### config.mk
export PLATFORM = sky130hd
export DESIGN_NAME = ppb_decoder
export DESIGN_NICKNAME = d
export VERILOG_FILES = /design/src/rtl/ppb_pkg.sv /design/src/rtl/ppb_addr_map.sv /design/src/rtl/ppb_local_resp.sv /design/src/rtl/ppb_decoder.sv
export SDC_FILE = /design/constraint.sdc
export NUM_CORES = 1
export LEC_CHECK = 0
export ABC_AREA = 1
export BUFFER_PORTS_ARGS = -buffer_cell sky130_fd_sc_hd__buf_4
export CAP_MARGIN = 20
export CORE_ASPECT_RATIO = 0.7
export CORE_MARGIN = 8
export CORE_UTILIZATION = 49
export DETAILED_ROUTE_END_ITERATION = 8
export GPL_TIMING_DRIVEN = 0
export MAX_ROUTING_LAYER = met4
export PLACE_DENSITY = 0.86
export SLEW_MARGIN = 30
export SYNTH_ARGS = -nofsm -noshare
export SYNTH_HDL_FRONTEND = slang
export SYNTH_HIERARCHICAL = 1
export SYNTH_SLANG_ARGS = --single-unit
### constraint.sdc
create_clock -name clk -period 3.6 [get_ports clk]
set_input_delay 0.72 -clock clk [delete_from_list [all_inputs] [get_ports clk]]
set_output_delay 0.72 -clock clk [all_outputs]
set_load 0.005 [all_outputs]
### src/rtl/ppb_pkg.sv
package ppb_pkg;

    localparam int ADDR_W = 20;
    localparam int OFS_W  = 12;
    localparam int PAGE_W = ADDR_W - OFS_W;
    localparam int DATA_W = 64;

    localparam logic [PAGE_W-1:0] SYS_PAGE    = 8'h0E;
    localparam logic [PAGE_W-1:0] SYS_NS_PAGE = 8'h2E;
    localparam logic [PAGE_W-1:0] RAS_PAGE    = 8'h05;

    localparam logic [OFS_W-1:0] TMR_LO   = 12'h010;
    localparam logic [OFS_W-1:0] TMR_SPAN = 12'h0E0;

    localparam logic [OFS_W-1:0]  RAS_ID_OFS  = 12'hE10;
    localparam logic [OFS_W-1:0]  RAS_DEV_OFS = 12'hFC8;
    localparam logic [DATA_W-1:0] RAS_ID_VAL  = 64'h43B;
    localparam logic [DATA_W-1:0] RAS_DEV_VAL = 64'h0;

    typedef enum logic [2:0] {
        RGN_DEFAULT,
        RGN_SYS,
        RGN_TMR,
        RGN_SYS_NS,
        RGN_TMR_NS,
        RGN_RAS
    } rgn_e;

    typedef struct packed {
        logic              err;
        logic [DATA_W-1:0] data;
    } rsp_t;

    function automatic logic in_tmr_window(input logic [OFS_W-1:0] ofs);
        return (ofs >= TMR_LO) && (ofs < TMR_LO + TMR_SPAN);
    endfunction

    function automatic logic is_sys_rgn(input rgn_e r);
        return (r == RGN_SYS) || (r == RGN_SYS_NS);
    endfunction

    function automatic logic is_tmr_rgn(input rgn_e r);
        return (r == RGN_TMR) || (r == RGN_TMR_NS);
    endfunction

endpackage

### src/rtl/ppb_addr_map.sv
module ppb_addr_map
    import ppb_pkg::*;
#(
    parameter bit HAS_SEC = 1'b1,
    parameter bit HAS_RAS = 1'b1
) (
    input  logic [ADDR_W-1:0] addr,
    output rgn_e              rgn
);

    logic [PAGE_W-1:0] page;
    logic [OFS_W-1:0]  ofs;
    logic              tmr_win;
    logic              hit_sys;
    logic              hit_ns;
    logic              hit_ras;

    assign page    = addr[ADDR_W-1:OFS_W];
    assign ofs     = addr[OFS_W-1:0];
    assign tmr_win = in_tmr_window(ofs);
    assign hit_sys = (page == SYS_PAGE);

    generate
        if (HAS_SEC) begin : g_ns_alias
            assign hit_ns = (page == SYS_NS_PAGE);
        end else begin : g_no_ns_alias
            assign hit_ns = 1'b0;
        end
        if (HAS_RAS) begin : g_ras
            assign hit_ras = (page == RAS_PAGE);
        end else begin : g_no_ras
            assign hit_ras = 1'b0;
        end
    endgenerate

    // Higher-priority timer window overrides the enclosing system page.
    always_comb begin
        rgn = RGN_DEFAULT;
        if (hit_sys) begin
            rgn = tmr_win ? RGN_TMR : RGN_SYS;
        end else if (hit_ns) begin
            rgn = tmr_win ? RGN_TMR_NS : RGN_SYS_NS;
        end else if (hit_ras) begin
            rgn = RGN_RAS;
        end
    end

endmodule

### src/rtl/ppb_local_resp.sv
module ppb_local_resp
    import ppb_pkg::*;
#(
    parameter int MAX_BYTES = 8,
    parameter int SZ_W      = $clog2(MAX_BYTES + 1)
) (
    input  rgn_e             rgn,
    input  logic             write,
    input  logic             priv,
    input  logic [SZ_W-1:0]  size,
    input  logic [OFS_W-1:0] ofs,
    output rsp_t             rsp
);

    logic size_ok;

    assign size_ok = (size != '0) && (int'(size) <= MAX_BYTES);

    always_comb begin
        rsp = '0;
        if (rgn == RGN_RAS) begin
            rsp.err = !priv;
            if (priv && !write) begin
                unique case (ofs)
                    RAS_ID_OFS:  rsp.data = RAS_ID_VAL;
                    RAS_DEV_OFS: rsp.data = RAS_DEV_VAL;
                    default:     rsp.data = '0;
                endcase
            end
        end else begin
            rsp.err = !priv || !size_ok;
        end
    end

endmodule

### src/rtl/ppb_decoder.sv
module ppb_decoder
    import ppb_pkg::*;
#(
    parameter bit HAS_SEC   = 1'b1,
    parameter bit HAS_RAS   = 1'b1,
    parameter int MAX_BYTES = 8,
    parameter int SZ_W      = $clog2(MAX_BYTES + 1)
) (
    input  logic              clk,
    input  logic              rst,
    input  logic              req_valid,
    input  logic [ADDR_W-1:0] req_addr,
    input  logic              req_write,
    input  logic [SZ_W-1:0]   req_size,
    input  logic              req_priv,
    output logic              tgt_sys_sel,
    output logic              tgt_tmr_sel,
    output logic              tgt_ns,
    output logic [OFS_W-1:0]  tgt_ofs,
    input  logic [DATA_W-1:0] sys_rdata,
    input  logic              sys_err,
    input  logic [DATA_W-1:0] tmr_rdata,
    input  logic              tmr_err,
    output logic              rsp_valid,
    output logic [DATA_W-1:0] rsp_rdata,
    output logic              rsp_err
);

    rgn_e             rgn;
    rsp_t             local_rsp;
    rsp_t             rsp_next;
    rsp_t             rsp_q;
    logic             sys_hit;
    logic             tmr_hit;
    logic [OFS_W-1:0] raw_ofs;

    assign raw_ofs = req_addr[OFS_W-1:0];

    ppb_addr_map #(
        .HAS_SEC(HAS_SEC),
        .HAS_RAS(HAS_RAS)
    ) u_map (
        .addr(req_addr),
        .rgn (rgn)
    );

    ppb_local_resp #(
        .MAX_BYTES(MAX_BYTES),
        .SZ_W     (SZ_W)
    ) u_local (
        .rgn  (rgn),
        .write(req_write),
        .priv (req_priv),
        .size (req_size),
        .ofs  (raw_ofs),
        .rsp  (local_rsp)
    );

    assign sys_hit     = is_sys_rgn(rgn);
    assign tmr_hit     = is_tmr_rgn(rgn);
    assign tgt_sys_sel = req_valid && sys_hit;
    assign tgt_tmr_sel = req_valid && tmr_hit;
    assign tgt_ns      = req_valid && ((rgn == RGN_SYS_NS) || (rgn == RGN_TMR_NS));
    assign tgt_ofs     = tmr_hit ? (raw_ofs - TMR_LO) : raw_ofs;

    always_comb begin
        if (sys_hit) begin
            rsp_next = '{err: sys_err, data: sys_rdata};
        end else if (tmr_hit) begin
            rsp_next = '{err: tmr_err, data: tmr_rdata};
        end else begin
            rsp_next = local_rsp;
        end
        if (req_write) begin
            rsp_next.data = '0;
        end
        if (!req_valid) begin
            rsp_next = '0;
        end
    end

    always_ff @(posedge clk) begin
        if (rst) begin
            rsp_valid <= 1'b0;
            rsp_q     <= '0;
        end else begin
            rsp_valid <= req_valid;
            rsp_q     <= rsp_next;
        end
    end

    assign rsp_rdata = rsp_q.data;
    assign rsp_err   = rsp_q.err;


    rsp_follows_req_chk: assert property (@(posedge clk) disable iff (rst)
        req_valid |=> rsp_valid);


    rsp_idle_chk: assert property (@(posedge clk) disable iff (rst)
        !req_valid |=> (!rsp_valid && !rsp_err && rsp_rdata == '0));


    sel_onehot_chk: assert property (@(posedge clk) disable iff (rst)
        $onehot0({tgt_sys_sel, tgt_tmr_sel}));


    unpriv_default_err_chk: assert property (@(posedge clk) disable iff (rst)
        (req_valid && !req_priv && rgn == RGN_DEFAULT) |=> rsp_err);


    unpriv_ras_err_chk: assert property (@(posedge clk) disable iff (rst)
        (req_valid && !req_priv && rgn == RGN_RAS) |=> rsp_err);


    write_zero_data_chk: assert property (@(posedge clk) disable iff (rst)
        (req_valid && req_write) |=> (rsp_rdata == '0));


    ras_id_read_chk: assert property (@(posedge clk) disable iff (rst)
        (req_valid && req_priv && !req_write && rgn == RGN_RAS && raw_ofs == RAS_ID_OFS)
        |=> (rsp_rdata == RAS_ID_VAL && !rsp_err));

endmodule

==> results.py, run 1 <==
metrics = {
    "run_status": {
        "outcome": "finished, final reports clean",
    },
    "clock_network": {
        "post_cts_resized": 0,
        "clockBufferDepth": 2,
        "ctsHtreeMaxLevel": 3,
        "path_clk_slew_ns": 0.05,
        "post_cts_buffers": 0,
        "cts_tree": "done",
        "postCtsHoldBufs": 0,
        "clock-root-buffer": "clkbuf_16",
        "cts_made_buffers": 9,
        "cts_sinks": 66,
    },
    "cells_and_area": {
        "design_area_um2": 6980,
        "syn_to_final_growth_pct": 55.5,
        "final_cell_mix": "310 x buf_4, 172 x nand2_1, 150 x nor2_1",
        "antenna_cells": 0,
        "fin_util_pct": 77.6,
        "final_common_cell": "buf_4",
        "nets": 1228,
        "drive_gt1_share_pct": 34.1,
    },
    "die": {
        "die_h_um": 96.1,
        "die_w_um": 130,
        "io-pin-count": 240,
        "core_area_um2": 9000,
        "dieArea_um2": 12500,
        "fp-row-count": 29,
        "initial_core_util_pct": 49.9,
    },
    "synth": {
        "netlist.area_leader.share_pct": 29.4,
        "synth-seq-cells": 66,
        "ys_warn_count": 6,
        "synth_adder_area_share_pct": 0.279,
        "yosysSeqAreaShare_pct": 29.4,
        "postSynthCellCount": 761,
        "synth_xor_area_share_pct": 0.780,
        "synth_top_family_by_area": "simple AND/OR/NAND/NOR gates",
        "yosys.cell_types.count": 22,
        "synth_compound_area_share_pct": 1.39,
        "synthMuxAreaShare_pct": 0,
        "synth_top_area_cell": "dfxtp_1",
        "synth_area_um2": 4490,
        "synth.area.top_cells": "dfxtp_1 29%, nand3_1 15%, nand2_1 14%",
        "postSynthAreaPerCell_um2": 5.90,
        "synthSimpleGateAreaFrac_pct": 43.9,
    },
    "critical_path": {
        "worstSetupStartpointType": "input port",
        "slowest_delay_ns": 0.22,
        "worst_ep_required_time_ns": 2.88,
        "crit_path_top_delay_cell": "o21ai_2",
        "critPathTopFamily": "simple AND/OR/NAND/NOR gates",
        "crit_path_cell_trace": "buf_4 -> inv_1 -> nand2_1 -> nor2_1 -> nand3_1 -> nand2_1 -> nand3_1 -> o21ai_2 -> nand2_1 -> buf_4 -> inv_1 -> nand2_1 -> o21ai_0 -> buf_4",
        "endpoint_kind": "primary output",
        "critical_path_class": "in2out",
        "crit_fanout": 10,
        "worst-path-buf-inv": 5,
        "crit_top_cell": "nand2_1",
        "arrival_ns": 2.45,
    },
    "global_routing": {
        "grt_antenna_before_repair": 0,
        "grt_usage_pct": 25.0,
        "grt_max_degree": 13,
        "grt_pass1_wl_mm": 23.9,
        "grt_pass1_vias": 5044,
        "grt-ovfl-total": 0,
    },
    "timing": {
        "slew_headroom_pct": 64.8,
        "max_freq_mhz": 315,
        "setup_violations": 0,
        "hold_violations": 0,
        "report.final.slew_viol_count": 0,
        "rsz0062_at_grt": "no",
        "final.setup.tns_ns": 0,
        "finalCritPeriodShare_pct": 88.2,
        "tightestPinTransition_ns": 0.529,
        "period_minus_slack_ns": 3.17,
        "hold_ws_ns": 0.576,
    },
    "run": {
        "max-cap-violations": 0,
    },
    "route": {
        "drt_iter0_drc": 290,
        "firstDrtPassIters": 4,
        "vias_per_cell": 4.40,
        "drcViolationCount": 0,
        "ant_nets": 0,
        "vias": 5263,
        "finalWirelength_mm": 15.5,
        "wire_per_inst_um": 13.0,
    },
    "place": {
        "numPortBuffers": 239,
        "placed_area_um2": 6650,
        "gp_congestion": 0.883,
        "dpl.hpwl_mm": 12.4,
    },
    "pwr": {
        "p_leak_uw": 0.00442,
        "p_per_area_nw_per_um2": 299,
        "ir_drop_v": 0.000202,
    },
    "min_path": {
        "hold_class": "in2reg",
    },
}
## registers in the layout, indices dropped and copies added, names as in the netlist
register   count
rsp_rdata     64
rsp_valid      1
rsp_err        1
## stage by stage
step	setup slack [ns]	power (uW)	cells
2_1_floorplan	0.941	936	818
3_3_place_gp	0.445	1140	1181
3_5_place_dp	0.429	1140	1181
4_1_cts	0.423	2100	1197
5_1_grt	0.216	2180	1197
6_report	0.425	2090	1197
## layer usage
| metal | vias up | GRT usage (%) | wire (um) |
|---|---|---|---|
| li1 | 2803 | - | - |
| met1 | 2251 | 28.0 | 6340 |
| met2 | 186 | 42.7 | 7310 |
| met3 | 23 | 7.42 | 1570 |
| met4 | 0 | 7.23 | 308 |
| met5 | - | - | 0 |
## where the power goes
| group | internal [uW] | total (uW) | switching (uW) |
|---|---|---|---|
| sequential | 751 | 756 | 5.35 |
| combinational | 231 | 376 | 145 |
| clock | 626 | 958 | 332 |
| total | 1610 | 2090 | 483 |
## synth_stat cells (all sizes together)
cell    number
conb         1
o21ai        9
nand4        5
nor2       155
buf        102
nand2      173
a21oi        2
ha           1
clkbuf       7
inv         98
nand3      138
dfxtp       66
xor2         3
xnor2        1
## cell type report
| type | count | area, um2 |
|---|---|---|
| Tap cell | 124 | 155 |
| Buffer | 109 | 714 |
| Clock inverter | 6 | 90.1 |
| Clock buffer | 10 | 239 |
| Fill cell | 731 | 2020 |
| Multi-Input combinational cell | 545 | 2300 |
| Sequential cell | 66 | 1320 |
| Inverter | 98 | 368 |
| Timing Repair Buffer | 239 | 1790 |
## cell families (layout without fill, tap and decap cells)
| kind of cell | after synthesis | after routing |
|---|---|---|
| AOI/OAI and AO/OA | 11 | 11 |
| and+or+nand+nor | 471 | 471 |
| xor gates and xnor gates | 4 | 4 |
| DFF | 66 | 66 |
| buffers and inverters | 207 | 462 |
| adders and majority gates | 1 | 1 |
| other | 1 | 58 |
## path summary, 6_finish.rpt
| path | slack (ns) | from | depth (start not counted) | to |
|---|---|---|---|---|
| worst min-delay path | 0.58 | rst | 2 | rsp_valid$_SDFF_PP0_ |
| worst max-delay path | 0.43 | req_addr[11] | 14 | tgt_ofs[10] |
No activity file was read; power rests on OpenSTA's default activity.
==> run 2: changes to the inputs <==
GPL_TIMING_DRIVEN = default   (was 0)
==> run 2 against run 1 <==
  * Total power down 4.7%
  * Clock power is 4.3% lower
  * Cell count shrank 8.5%
  * Design area is 9.2% lower
  * Hold slack improved by 0.028 ns
  * Non-clock buffer count shrank 102
  * Count of clock-buffer cells in the layout grew 1
  * Utilization is 7.2 points lower
  * First-iteration DRC count increased by 5.9%
  * Critical path depth shrank 2
  * Sequential power is essentially flat
  * Largest cell class is now multi-input combinational cells
  * Highest routed layer unchanged
==> results.py, run 2 (synthesis gave the netlist of run 1 again) <==
metrics = {
    "clock_network": {
        "cts_sinks": 66,
        "cts_made_buffers": 9,
        "postCtsHoldBufs": 0,
        "post_cts_buffers": 0,
        "post_cts_resized": 0,
        "ctsHtreeMaxLevel": 3,
        "clockBufferDepth": 2,
        "clock-root-buffer": "clkbuf_16",
        "cts_tree": "done",
        "path_clk_slew_ns": 0.05,
    },
    "route": {
        "vias_per_cell": 4.56,
        "vias": 4989,
        "finalWirelength_mm": 14.3,
        "ant_nets": 0,
        "drcViolationCount": 0,
        "wire_per_inst_um": 13.1,
        "firstDrtPassIters": 6,
        "drt_iter0_drc": 307,
    },
    "pwr": {
        "power.switching_uw": 448,
        "p_sw_share_pct": 22.5,
        "pwr-share-comb_pct": 16.0,
        "intPower_uw": 1540,
        "p_per_area_nw_per_um2": 314,
        "p_leak_uw": 0.00397,
        "p_clk_share_pct": 46.0,
        "ir_drop_v": 0.000224,
        "finalPower_uw": 1990,
        "seqPwrFrac_pct": 38.0,
    },
    "timing": {
        "hold_ws_ns": 0.604,
        "finalCritPeriodShare_pct": 88.5,
        "hold_violations": 0,
        "max_freq_mhz": 314,
        "rsz0062_at_grt": "no",
        "report.final.slew_viol_count": 0,
        "tightestPinTransition_ns": 0.714,
        "setup_violations": 0,
        "slew_headroom_pct": 52.4,
        "final.setup.tns_ns": 0,
        "period_minus_slack_ns": 3.19,
    },
    "min_path": {
        "worstHoldStart": "rst",
        "hold_path_depth": 2,
        "hold_class": "in2reg",
        "min_to": "rsp_valid$_SDFF_PP0_",
    },
    "critical_path": {
        "crit_fanout": 17,
        "worst_ep_required_time_ns": 2.88,
        "setup.worst_path.start": "req_addr[11]",
        "critical_path_class": "in2out",
        "arrival_ns": 2.47,
        "endpoint_kind": "primary output",
        "worstSetupStartpointType": "input port",
    },
    "place": {
        "numPortBuffers": 239,
        "gp_congestion": 0.950,
        "dpl.hpwl_mm": 10.7,
    },
    "cells_and_area": {
        "syn_to_final_growth_pct": 41.2,
        "final_common_cell": "buf_4",
        "nets": 1126,
        "drive_gt1_share_pct": 28.1,
        "final_cell_mix": "245 x buf_4, 168 x nand2_1, 150 x nor2_1",
        "multi_input_area_um2": 2320,
        "seq_area_um2": 1320,
        "antenna_cells": 0,
        "fill_cells": 777,
        "largest_reg_flops": 64,
        "fin_util_pct": 70.4,
    },
    "global_routing": {
        "grt_usage_pct": 23.0,
        "grt_pass1_wl_mm": 22.1,
        "grt_antenna_before_repair": 0,
        "grt-ovfl-total": 0,
        "grt_pass1_vias": 4598,
        "grt_max_degree": 131,
    },
    "die": {
        "die_w_um": 130,
        "core_area_um2": 9000,
        "initial_core_util_pct": 49.9,
        "io-pin-count": 240,
        "die_h_um": 96.1,
        "dieArea_um2": 12500,
        "fp-row-count": 29,
    },
    "run_status": {
        "outcome": "finished, final reports clean",
    },
    "run": {
        "max-cap-violations": 0,
    },
}
==> run 2: cell count changes in the layout (fill, tap and decap cells not counted), sizes merged <==
cell | before | now
clkbuf | 17 | 11
buf | 341 | 246
clkinvlp | 1 | 0
==> run 2: worst max-delay path by stage <==
stage	depth (start not counted)	slack, ns	to
2_1_floorplan	11	0.94	tgt_ofs[8]
3_3_place_gp	12	0.49	tgt_ofs[6]
3_5_place_dp	12	0.43	tgt_ofs[6]
4_1_cts	12	0.41	tgt_ofs[6]
5_1_grt	12	0.24	tgt_ofs[6]
6_report	12	0.41	tgt_ofs[6]
==> run 2: final cells by class <==
type / instances / area share, %
Clock buffer: 11 / 3.67
Sequential cell: 66 / 20.8
Tap cell: 124 / 2.45
Multi-Input combinational cell: 545 / 36.7
Clock inverter: 5 / 1.24
Inverter: 98 / 5.80
Timing Repair Buffer: 246 / 29.3
==> run 2: critical path, stage by stage <==
cell and delay [ns]:
buf_4 0.13, inv_1 0.05, nand2_1 0.04, nor2_1 0.10, nand3_1 0.11, nand2_1 0.12, nand3_1 0.26, o21ai_4 0.25
nand2_2 0.16, buf_4 0.24, o21ai_0 0.15, buf_4 0.13
==> run 2: through the flow <==
step / worst slack (ns) / area (um2) / cells
finish: 0.414 / 6340 / 1095
floorplan: 0.941 / 4700 / 818
global placement: 0.489 / 6030 / 1079
global route: 0.238 / 6340 / 1095
detailed placement: 0.427 / 6030 / 1079
CTS: 0.413 / 6340 / 1095
==> run 2: per-layer routing <==
metal | share of wire [%] | GRT usage [%] | wire length (um) | vias up
met4 | 1.7 | 6.57 | 245 | 0
met5 | 0 | - | 0 | -
met3 | 10 | 7.30 | 1470 | 18
met2 | 48 | 39.1 | 6940 | 208
met1 | 40 | 25.6 | 5680 | 2170
li1 | - | - | - | 2593
==> run 2: power groups by stage <==
stage	combinational (uW)	clock (uW)	sequential [uW]
floorplan	162	0	774
global placement	314	0	771
detailed placement	317	0	772
CTS	318	941	756
global route	356	975	757
finish	319	917	756
